`src/rtl/tiv_pkg.sv`:
```
package tiv_pkg;

    // Code reported for shared source position pos (0 = channel 1).
    function automatic int unsigned code_of(int unsigned pos);
        return 2 * (pos + 1);
    endfunction

    // Kind of clear that hits a flag bank in a cycle.
    typedef enum logic [1:0] {
        CLR_NONE   = 2'b00,
        CLR_ACK    = 2'b01,
        CLR_ACCESS = 2'b10
    } clr_kind_e;

    // Result of the shared priority search.
    typedef struct packed {
        logic       any;
        logic [7:0] pos;
    } win_t;

endpackage

```
`src/rtl/tiv_flag_bank.sv`:
```
module tiv_flag_bank #(
    parameter int N = 1
) (
    input  logic         clk,
    input  logic         rst,
    input  logic [N-1:0] set_i,
    input  logic [N-1:0] clr_i,
    output logic [N-1:0] flag_o
);
    for (genvar i = 0; i < N; i++) begin : g_cell
        logic q;
        always_ff @(posedge clk) begin
            if (rst)
                q <= 1'b0;
            else if (set_i[i])
                q <= 1'b1;
            else if (clr_i[i])
                q <= 1'b0;
        end
        assign flag_o[i] = q;
    end
endmodule

```
`src/rtl/tiv_prio_enc.sv`:
```
module tiv_prio_enc
    import tiv_pkg::*;
#(
    parameter int N     = 5,
    parameter int VEC_W = 4
) (
    input  logic [N-1:0]     pend_i,
    output logic [VEC_W-1:0] vec_o,
    output logic [N-1:0]     hit_o
);
    win_t win;

    always_comb begin
        win = '0;
        // Walk from lowest priority up so the highest priority wins.
        for (int i = N - 1; i >= 0; i--) begin
            if (pend_i[i]) begin
                win.any = 1'b1;
                win.pos = 8'(i);
            end
        end
    end

    always_comb begin
        hit_o = '0;
        vec_o = '0;
        if (win.any) begin
            hit_o[win.pos] = 1'b1;
            vec_o          = VEC_W'(code_of(32'(win.pos)));
        end
    end
endmodule

```
`src/rtl/tiv_req_gate.sv`:
```
module tiv_req_gate #(
    parameter int N = 5
) (
    input  logic         gie_i,
    input  logic [N-1:0] flag_i,
    input  logic [N-1:0] en_i,
    output logic [N-1:0] pend_o,
    output logic         req_o
);
    assign pend_o = flag_i & en_i;
    assign req_o  = gie_i & (|pend_o);
endmodule

```
`src/rtl/tmr_irq_vector.sv`:
```
module tmr_irq_vector
    import tiv_pkg::*;
#(
    parameter int NUM_CH = 4,
    localparam int NSRC  = NUM_CH + 1,
    localparam int VEC_W = $clog2(2 * NSRC + 1)
) (
    input  logic              clk,
    input  logic              rst,
    input  logic              gie,
    input  logic              ch0_set,
    input  logic              ch0_en,
    input  logic              ch0_ack,
    input  logic [NUM_CH-1:0] chn_set,
    input  logic [NUM_CH-1:0] chn_en,
    input  logic              ovf_set,
    input  logic              ovf_en,
    input  logic              vec_rd,
    input  logic              vec_wr,
    output logic [VEC_W-1:0]  vec_value,
    output logic              irq_ch0,
    output logic              irq_shared
);
    // Shared source vector: positions 0..NUM_CH-1 are channels, top is overflow.
    logic [NSRC-1:0] sh_set, sh_en, sh_flag, sh_pend, sh_hit, sh_clr;
    logic [0:0]      c0_flag, c0_pend;
    clr_kind_e       sh_kind, c0_kind;

    assign sh_set = {ovf_set, chn_set};
    assign sh_en  = {ovf_en, chn_en};

    assign sh_kind = (vec_rd || vec_wr) ? CLR_ACCESS : CLR_NONE;
    assign c0_kind = ch0_ack ? CLR_ACK : CLR_NONE;
    assign sh_clr  = (sh_kind == CLR_ACCESS) ? sh_hit : '0;

    tiv_flag_bank #(.N(NSRC)) u_sh_flags (
        .clk    (clk),
        .rst    (rst),
        .set_i  (sh_set),
        .clr_i  (sh_clr),
        .flag_o (sh_flag)
    );

    tiv_req_gate #(.N(NSRC)) u_sh_gate (
        .gie_i  (gie),
        .flag_i (sh_flag),
        .en_i   (sh_en),
        .pend_o (sh_pend),
        .req_o  (irq_shared)
    );

    tiv_prio_enc #(.N(NSRC), .VEC_W(VEC_W)) u_enc (
        .pend_i (sh_pend),
        .vec_o  (vec_value),
        .hit_o  (sh_hit)
    );

    tiv_flag_bank #(.N(1)) u_c0_flag (
        .clk    (clk),
        .rst    (rst),
        .set_i  (ch0_set),
        .clr_i  (c0_kind == CLR_ACK),
        .flag_o (c0_flag)
    );

    tiv_req_gate #(.N(1)) u_c0_gate (
        .gie_i  (gie),
        .flag_i (c0_flag),
        .en_i   (ch0_en),
        .pend_o (c0_pend),
        .req_o  (irq_ch0)
    );
endmodule

```
`config.mk`:
```
export PLATFORM = sky130hd
export DESIGN_NAME = tmr_irq_vector
export DESIGN_NICKNAME = d
export VERILOG_FILES = /design/src/rtl/tiv_pkg.sv /design/src/rtl/tiv_flag_bank.sv /design/src/rtl/tiv_prio_enc.sv /design/src/rtl/tiv_req_gate.sv /design/src/rtl/tmr_irq_vector.sv
export SDC_FILE = /design/constraint.sdc
export NUM_CORES = 1
export LEC_CHECK = 0
export BUFFER_PORTS_ARGS = -buffer_cell sky130_fd_sc_hd__buf_2
export CORE_AREA = 5 5 42 44
export CTS_BUF_LIST = sky130_fd_sc_hd__clkbuf_2
export DETAILED_ROUTE_END_ITERATION = 16
export DIE_AREA = 0 0 47 49
export PLACE_DENSITY = 0.58
export SETUP_SLACK_MARGIN = 0.4
export SLEW_MARGIN = 5
export SYNTH_ARGS = -nofsm -noshare
export SYNTH_HDL_FRONTEND = slang
export SYNTH_SLANG_ARGS = --single-unit
```
`constraint.sdc`:
```
create_clock -name clk -period 1.5 [get_ports clk]
set_input_delay 0.3 -clock clk [delete_from_list [all_inputs] [get_ports clk]]
set_output_delay 0.3 -clock clk [all_outputs]
set_load 0.1 [all_outputs]
```
======== Word-level counts from Yosys, hierarchy flattened ========
Cells that the tools add are included.
storage, ports and cells
  bits in registers ....................... 6
  input port bits ......................... 18
  output and inout port bits .............. 6
  word-level logic and storage cells ...... 48
cells by class
  $add $sub $neg .......................... 1
  order comparisons ....................... 2
  equality and inequality tests ........... 2
  multiplexer cells ....................... 24
  bitwise operators ....................... 4
  reductions and logical operators ........ 9
operators by type and width
  operator                                                    count
  two-way mux 9 bit                                           5
  two-way mux 1 bit                                           14
  nonzero test 2 bit                                          6
  two-way mux 5 bit                                           2
  >= comparator 8 x 1 -> 1 bit, second input constant         1
  less-than comparator 8 x 4 -> 1 bit, second input constant  1
  bitwise AND 5 bit                                           1
  OR reduction 5 bit                                          1
  two-way mux 4 bit                                           1
  adder 3 x 1 -> 3 bit, second input constant                 1
  bitwise AND 1 bit                                           3
  demux 1 bit (select 3 bit)                                  1
  equality test 2 bit, second input constant                  1
  two-way mux 2 bit                                           1
  equality test 1 bit, second input constant                  1
  logical AND 1 bit                                           1
  logical OR 1 bit                                            1

======== Longest topological paths before layout ========
Gate-level depths: netlist of the first run.
  depth in word-level cells ............... 14
  mapped depth ............................ 6
  gate-level depth less buffers ........... 6

======== By module ========
Synthesis of the first run repeated with hierarchy kept, for this count alone.
unflattened totals
  cell total of the unflattened synthesis .. 63
  area total of the unflattened synthesis .. 494.2 µm²
modules (own cells, without submodules)
  module                       times used  cells an instance  area each (µm²)  sequential area each (µm²)
  tiv_flag_bank at u_sh_flags  1           25                 212.7            100.1
  tiv_prio_enc                 1           20                 136.4            0.0
  tiv_req_gate at u_sh_gate    1           7                  56.3             0.0
  tiv_flag_bank at u_c0_flag   1           4                  38.8             20.0
  tmr_irq_vector               1           5                  37.5             0.0
  tiv_req_gate at u_c0_gate    1           2                  12.5             0.0

======== Least setup slack after synthesis of the first run ========
No wires, ideal clock.
  path type ............................... register to output
  start point ............................. register u_sh_flags.g_cell[2].q
  end point ............................... output port vec_value[2]
  arrival time ............................ 1718 ps
  required time ........................... 1200 ps
  setup slack ............................. -518 ps
  stages on the path, launching flop included .. 6
  path buffers ............................ 0
  cells stage by stage .................... dfxtp_1 -> nand2_1 -> a32oi_1 -> a21oi_1 -> ha_1 -> and2_1
between the ends
  word-level cells in the longest chain between the ends .. 6
RTL lines
  element                            RTL line              source
  start: declaration                 tiv_flag_bank.sv:11   logic q;
  start signal: assignment           tiv_flag_bank.sv:14   q <= 1'b0;
  start signal: assignment           tiv_flag_bank.sv:16   q <= 1'b1;
  start signal: assignment           tiv_flag_bank.sv:18   q <= 1'b0;
  bitwise AND 5 bit *                tiv_req_gate.sv:10    assign pend_o = flag_i & en_i;
  two-way mux 9 bit * (3 in series)  tiv_prio_enc.sv:17    if (pend_i[i]) begin
  adder 3 x 1 -> 3 bit               tiv_pkg.sv:5          return 2 * (pos + 1);
  two-way mux 4 bit *                tiv_prio_enc.sv:27    if (win.any) begin
  end: declaration                   tmr_irq_vector.sv:20  output logic [VEC_W-1:0] vec_value,
Mark *: on every way between the ends. The rest lies on a longest branch, timed or not.

======== Worst setup path after layout of the first run ========
  start point ............................. register u_sh_flags.g_cell[2].q
  end point ............................... output port vec_value[3]
Same word-level chain as after synthesis.

==> run metrics, run 1 <==
status=finished, violations left; failing checks=negative setup slack; via count=480; Final Cell Area=736 um^2; I/O pin count=24; Area Growth Syn to Fin=92.8%; H-tree levels=1; final hold violation count=0; Clk Latency, worst-skew pair=240 ps; Final Critical Period=1860 ps; first-pass GRT wire length=2140 um; GRT overflow=0; Synth top area share=31.5%; Starting Density=27.2%; Final Hold Slack=276 ps; iteration-0 DRC count of the detailed router=5; Final Skew=1.85 ps; Die H=49 um; peak supply drop=0.000413 V; # setup viols final=4; via density per instance=5.00; layout cells sized above 1=67.5%; CP Capture Type=output pin; count of final max-slew check failures=0; Synth area leaders=dfxtp_1 (31%), a311oi_1 (9.2%), nor2_1 (7.9%); CP max FO=2; cell row count=14; RSZ-0062 raised after global routing=true; Finished Layout Cells=96; post-synthesis sequential area ratio=31.5%; flops & latches, synth=6; CTS tree=built; pwr dens=874 nW/um^2; Post-layout nets=101; DP HPWL=roughly 900 um; antenna violations before repair=0; port bufs=22; Total Power=approximately 0.00064 W; Data required, critical path=1200 ps; DR WL/cell=13.3 um; DP Area=626 um^2; Cell Area, Synth=about 380 um^2; syn_area_per_cell=8.12 um^2; CTS max path bufs=2; Tot GR Track Use=12.8%; Yosys warnings=0; Post-route DRC=0; startpoint types=flip-flop; Pre-antenna DRT Iters=4; Cells after Synth=47; RePlAce Congestion=approximately 0.76; Cells after DPL=91; Die W=47 um; final WL=between 1000 and 1500 um; Critical Path AT=around 1600 ps; Max Fclk=537 MHz; DIE AREA=about 2300 um^2; leakage=~0.36 nW; CTS sink cnt=6; # fillers=140; Synthesized Nets=66; Hold Path Class=in2reg; Synth area leader=dfxtp_1; core region area=1400 um^2; final core utilization=52.5%; clock buffer count from CTS=3; n_diodes=0; clock-pin slew on the worst setup and hold paths=70 ps; antenna viol nets, final=0; period utilization=124%; Post-CTS Hold Buffers=0; clk root buf=clkbuf_2; Yosys cell types=21; Max Cap Viol=0; PnR worst setup slack=-364 ps; pin count of the biggest net entering global routing=7; number of global-route vias before repair=about 530; Worst Setup Path Type=reg2out
-- worst max-delay path, stage by stage (launching register included) --
cell,delay [ps]
dfxtp_2,330
nand2_2,70
a32oi_2,120
a21oi_2,180
ha_4,150
nor2_1,30
mux2_4,270
buf_12,170
-- area by class of cell --
class | instances | area [um^2] | area share, %
repair buffers | 31 | 260 | 35.4
well taps | 16 | 20.0 | 2.72
multi-input cells | 37 | 303 | 41.2
flip-flops and latches | 6 | 126 | 17.2
clock buffers | 3 | 15.0 | 2.04
inverters | 3 | 11.3 | 1.53
-- cell families after synthesis --
kind of cell	synth area share, %
AND/OR/NAND/NOR	28.5
adder cells (fa/ha/maj)	3.28
buffers and inverters	4.92
AO/OA/AOI/OAI	26.9
other	0.983
multiplexers	3.93
flip-flops	31.5
-- final timing paths --
check | endpoint | from | cells past startpoint | slack, ps
setup / recovery | vec_value[3] | u_sh_flags.g_cell[2].q | 7 | -360
setup reg to reg | u_sh_flags.g_cell[2].q | u_sh_flags.g_cell[0].q | 4 | 440
hold reg to reg | u_c0_flag.flag_o | u_c0_flag.flag_o | 2 | 480
hold / removal | u_c0_flag.flag_o | ch0_set | 3 | 280
-- placed cells by master, fill, tap and decap left out, types with 2 or more instances in the layout --
| cell type | n |
|---|---|
| buf_6 | 2 |
| buf_12 | 5 |
| a311oi_1 | 3 |
| inv_1 | 3 |
| and2_4 | 3 |
| buf_4 | 7 |
| a21oi_1 | 2 |
| nor2b_1 | 2 |
| buf_2 | 17 |
| dfxtp_2 | 5 |
| nor2_1 | 7 |
| nand2_1 | 5 |
| clkbuf_2 | 3 |
-- power breakdown --
part / total, W / switching, W / internal (W)
clock network: 0.000124 / 0.0000700 / 0.0000544
logic: 0.000334 / 0.000191 / 0.000143
registers: 0.000185 / 0.0000112 / 0.000174
-- sequential cells by signal, summed over array words and instances, names as in the netlist --
signal	count
u_sh_flags.g_cell.q	5
u_c0_flag.flag_o	1
-- cells in the mapped netlist --
cell type	instances
a21oi_1	3
a22o_1	1
a22oi_4	1
a2bb2oi_1	1
a311oi_1	4
a32oi_1	1
and2_1	2
and2_4	1
and3_1	1
buf_4	1
conb_1	1
dfxtp_1	6
ha_1	1
inv_1	3
mux2_4	1
nand2_1	6
nand3_2	1
nand4_1	1
nor2_1	8
nor2b_1	2
o21ai_0	1
-- metal layers --
metal	wire length (um)	track usage [%]	vias up
li1	-	-	233
met1	441	11.9	222
met2	724	22.6	18
met3	71	4.43	7
met4	39	6.91	0
met5	0	0	-
-- timing repair --
item	CTS	global route
pin swaps	5	2
buffers inserted	1	1
endpoints found under the hold margin	0	0
setup endpoints to repair	8	8
gates resized for setup	18	2
-- per-stage QoR --
step | worst slack [ps] | TNS [ps]
6_report | -364 | -1190
5_1_grt | -422 | -1440
4_1_cts | -362 | -1160
3_5_place_dp | -282 | -674
3_3_place_gp | -264 | -654
2_1_floorplan | -96.0 | -152
(Power assumes the default switching activity.)
==> run 2: changes to the inputs <==
==> constraint.sdc (replaced) <==
create_clock -name clk -period 1.5 [get_ports clk]
set_input_delay 0.15 -clock clk [delete_from_list [all_inputs] [get_ports clk]]
set_output_delay 0.15 -clock clk [all_outputs]
set_load 0.1 [all_outputs]
==> run 2 against run 1 <==
The run still ends with negative setup slack left; largest power group unchanged; power shrank 3.3%; global-route usage shrank 3.2 points; die area did not move; critical endpoint unchanged; final cell count shrank 5.2%; critical path depth is 1 lower.
==> run metrics, run 2 (same netlist as run 1, synthesis figures left out) <==
Hold Path Class=in2reg; capturing point of the worst reg2reg path=u_sh_flags.g_cell[2].q; Max Fclk=586 MHz; Final Skew=2.12 ps; leakage=0.339 nW; I/O pin count=24; Final Critical Period=1710 ps; crit-path cells=buf_6, a22oi_4, buf_6, nand3_2, mux2_4, buf_12; Crit path max-delay family=buffers and inverters; Worst Setup Path Type=reg2out; clock buffer count from CTS=3; DR WL/cell=12.2 um; final core utilization=49.0%; CP max stage cell=dfxtp_2; Worst path max stage delay=340 ps; routed wl met3=77 um; final WL=1110 um; Post-CTS Hold Buffers=0; clk root buf=clkbuf_2; GRT overflow=0; # setup viols final=4; via density per instance=slightly below 5; H-tree levels=1; DIE AREA=about 2300 um^2; RePlAce Congestion=just over 0.7; Area Growth Syn to Fin=80.0%; port bufs=22; Post-layout nets=96; Hold Path Cell Cnt=3; number of global-route vias before repair=423; Clk Latency, worst-skew pair=230 ps; pwr dens=906 nW/um^2; Worst path most repeated cell=buf_6; top sig layer=met4; first-pass GRT wire length=approximately 1600 um; startpoint types=flip-flop; peak supply drop=around 0.00052 V; Post-route DRC=0; most frequent cells in the layout=buf_2 (17), nor2_1 (7), buf_12 (5), dfxtp_2 (5), nand2_1 (4); Max Cap Viol=0; RSZ-0062 raised after global routing=true; Pre-antenna DRT Iters=4; core region area=between 1000 and 1500 um^2; CTS max path bufs=2; count of final max-slew check failures=0; worst hold path endpoint=u_sh_flags.g_cell[0].q; layout cells sized above 1=65.3%; Critical Path AT=roughly 1600 ps; Data required, critical path=1350 ps; most common cell after layout, fill and taps aside=buf_2; DR WL met2=621 um; CP Capture Type=output pin; worst path bufs/invs=3; n_diodes=0; period utilization=114%; pin count of the biggest net entering global routing=7; Starting Density=27.2%; final hold violation count=0; PnR worst setup slack=-208 ps; max reg flops=5; hold path startpoint=chn_set[0]; iteration-0 DRC count of the detailed router=6; via count=447; # fillers=~150; Die H=49 um; Final Hold Slack=~120 ps; cell row count=14; Die W=47 um; CTS tree=built; status=finished, violations left; CP max FO=4; Worst R2R Path Depth=4; Largest Register=u_sh_flags.g_cell.q; failing checks=negative setup slack; FF-to-FF Start=u_sh_flags.g_cell[1].q; DP HPWL=839 um; met1 WL=400 um; Worst R2R Setup Slack=430 ps; antenna violations before repair=0; Tot GR Track Use=under 10%; antenna viol nets, final=0; clock-pin slew on the worst setup and hold paths=70 ps; CTS sink cnt=6
run 2: how the worst max path moves through the flow:
stage                                 startpoint      endpoint  slack [ps]  cells after the start
after global routing      u_sh_flags.g_cell[2].q  vec_value[3]        -280                      7
after detailed placement  u_sh_flags.g_cell[2].q  vec_value[3]          -5                      6
after floorplan           u_sh_flags.g_cell[2].q  vec_value[3]          50                      6
final                     u_sh_flags.g_cell[2].q  vec_value[3]        -210                      6
after CTS                 u_sh_flags.g_cell[2].q  vec_value[3]        -210                      7
after global placement    u_sh_flags.g_cell[2].q  vec_value[3]        -0.5                      6
run 2: per-stage QoR:
step,area [um^2],setup slack (ps),setup TNS (ps),power [W],instances
after floorplan,390,54.0,0,0.000366,47
after global placement,588,-0.495,-0.495,0.000468,86
after detailed placement,588,-5.32,-5.32,0.000470,86
after CTS,651,-209,-570,0.000609,91
after global routing,687,-278,-807,0.000653,91
final,687,-208,-559,0.000622,91
run 2: layout make-up:
class	count	area (um^2)	share of cell area (%)
multi-input combinational	37	292	42.4
timing repair buffer	26	223	32.4
sequential	6	126	18.4
tap	16	20.0	2.91
clock buffer	3	15.0	2.19
inverter	3	11.3	1.64
run 2: metal layers:
metal  GRT usage (%)  up-vias
met1            11.7      203
met4            4.15        0
met3            2.21        2
li1                -      223
met2            15.4       19
met5               0        -
run 2: timing repair:
action / 4_1_cts / 5_1_grt
setup endpoints to repair: 5 / 8
pin swaps: 6 / 5
resized for setup: 9 / 10
buffers inserted: 2 / 0
run 2: power by group:
| part | switching (W) | leakage [nW] | internal [W] |
|---|---|---|---|
| combinational | 0.000181 | 0.275 | 0.000128 |
| sequential | 0.0000126 | 0.0513 | 0.000174 |
| clock | 0.0000719 | 0.0125 | 0.0000545 |
run 2: worst register-to-register path: cells and delay by family, from the launching register on:
family | cells | cell delay, ps
simple gates | 2 | 210
buf+inv | 1 | 140
compound gates | 1 | 270
flops | 1 | 350
==> run 3: changes to the inputs <==
- clock period: 1.5 -> 2.1 ns (I/O delays scaled with it)
==> run 3 against run 2 <==
First-iteration DRC count grew to 2.7 times the previous value; clock skew grew 7.0 ps; hold slack gained 75 ps; sequential cell count is the same; final cell count shrank 1.1%; combinational power shrank 36%; non-clock buffer count shrank 1; register-to-register slack gained 620 ps; power shrank 34%; the run now ends clean; sequential power shrank 29%; critical endpoint unchanged; clock power shrank 35%.
==> run metrics, run 3 (same netlist as run 1, synthesis figures left out) <==
period utilization=~85%; leakage=0.326 nW; via count=422; # setup viols final=0; Max Cap Viol=0; Starting Density=27.2%; number of global-route vias before repair=between 400 and 500; Tot GR Track Use=9.73%; n_diodes=0; Post-route DRC=0; antenna violations before repair=0; area of the multi-input gates=272 um^2; Final Hold Slack=between 150 and 200 ps; CP Capture Type=output pin; RePlAce Congestion=0.684; port bufs=22; Post-layout nets=95; CP max stage cell=dfxtp_4; pwr dens=663 nW/um^2; Worst Setup Path Type=reg2out; Final Critical Period=~1800 ps; DR WL/cell=roughly 11 um; DP HPWL=792 um; flip-flop and latch area=~130 um^2; count of final max-slew check failures=0; layout cells sized above 1=55.4%; startpoint types=flip-flop; CTS tree=built; Max Fclk=around 560 MHz; most frequent cells in the layout=buf_2 (18), nor2_1 (7), nand2_1 (4), a311oi_1 (4), dfxtp_1 (4); Worst path max stage delay=380 ps; iteration-0 DRC count of the detailed router=16; Final Cell Area=between 600 and 700 um^2; cell row count=14; H-tree levels=1; Setup TNS Final=0 ps; crit-path cells=nand2_4, a32oi_2, a21oi_2, ha_2, mux2_4, buf_12; core region area=1400 um^2; Die W=roughly 47 um; DIE AREA=2300 um^2; Hold Path Class=in2reg; Critical Path AT=1570 ps; final WL=971 um; peak supply drop=0.000318 V; final hold violation count=0; Largest Register=u_sh_flags.g_cell.q; status=completed; CTS max path bufs=2; I/O pin count=24; CTS sink cnt=6; clock-pin slew on the worst setup and hold paths=70 ps; Final Skew=9.16 ps; GRT overflow=0; Clk Latency, worst-skew pair=220 ps; DP Area=536 um^2; most common cell after layout, fill and taps aside=buf_2; Area Growth Syn to Fin=63.3%; max reg flops=5; clk root buf=clkbuf_2; Data required, critical path=1890 ps; first-pass GRT wire length=1630 um; pin count of the biggest net entering global routing=7; via density per instance=4.69; CP max FO=3; clock buffer count from CTS=3; Pre-antenna DRT Iters=4; RSZ-0062 raised after global routing=true; # fillers=~160; antenna viol nets, final=0; Total Power=0.000413 W; Die H=49 um
-- run 3: cell types whose count changed in the layout (fill, tap and decap cells not counted), sizes merged --
cell    delta
clkbuf     +1
buf        -2
-- run 3: worst paths after layout --
check,from,endpoint,slack [ps],depth (start not counted)
max,u_sh_flags.g_cell[2].q,vec_value[3],320,6
min,chn_set[0],u_sh_flags.g_cell[0].q,200,3
max reg2reg,u_sh_flags.g_cell[0].q,u_sh_flags.g_cell[3].q,1050,3
min reg2reg,u_c0_flag.flag_o,u_c0_flag.flag_o,490,2
-- run 3: report_power, final --
| part | switching [W] | leakage (nW) | total [W] | internal (W) |
|---|---|---|---|---|
| logic | 0.000122 | 0.263 | 0.000199 | 0.0000770 |
| registers | 0.00000984 | 0.0509 | 0.000133 | 0.000123 |
| clock network | 0.0000426 | 0.0125 | 0.0000813 | 0.0000388 |
| total | 0.000174 | 0.326 | 0.000413 | 0.000239 |
-- run 3: metal layers --
metal	up-vias	GRT usage, %	share of wire, %
li1	220	-	-
met5	-	0	0
met4	0	4.15	1.2
met1	185	12.4	42
met3	2	3.32	6.9
met2	15	14.5	50
-- run 3: critical path, delay by kind of cell (launching register included) --
kind,cells,cell delay (ps)
DFF,1,380
AOI/OAI and AO/OA,2,280
muxes,1,270
adders and majority gates,1,190
buffers and inverters,1,170
and+or+nand+nor,1,50
-- run 3: what timing repair did --
action | CTS | global route
hold buffers | 0 | 0
setup endpoints to repair | 3 | 4
buffers inserted | 1 | 2
gates resized for setup | 6 | 10
pin swaps | 1 | 2
-- run 3: through the flow --
stage | setup WS [ps] | instances | util [%]
after floorplan | 447 | 47 | -
after global placement | 499 | 84 | 38.2
after detailed placement | 474 | 84 | 38.2
after CTS | 297 | 88 | 41.1
after global routing | 267 | 90 | 44.5
final | 322 | 90 | 44.5
-- run 3: final cells by class --
class | instances | share of cell area, %
well taps | 16 | 3.21
clock buffers | 3 | 2.41
flip-flops and latches | 6 | 20.1
multi-input cells | 37 | 43.6
inverters | 3 | 1.81
repair buffers | 25 | 28.9
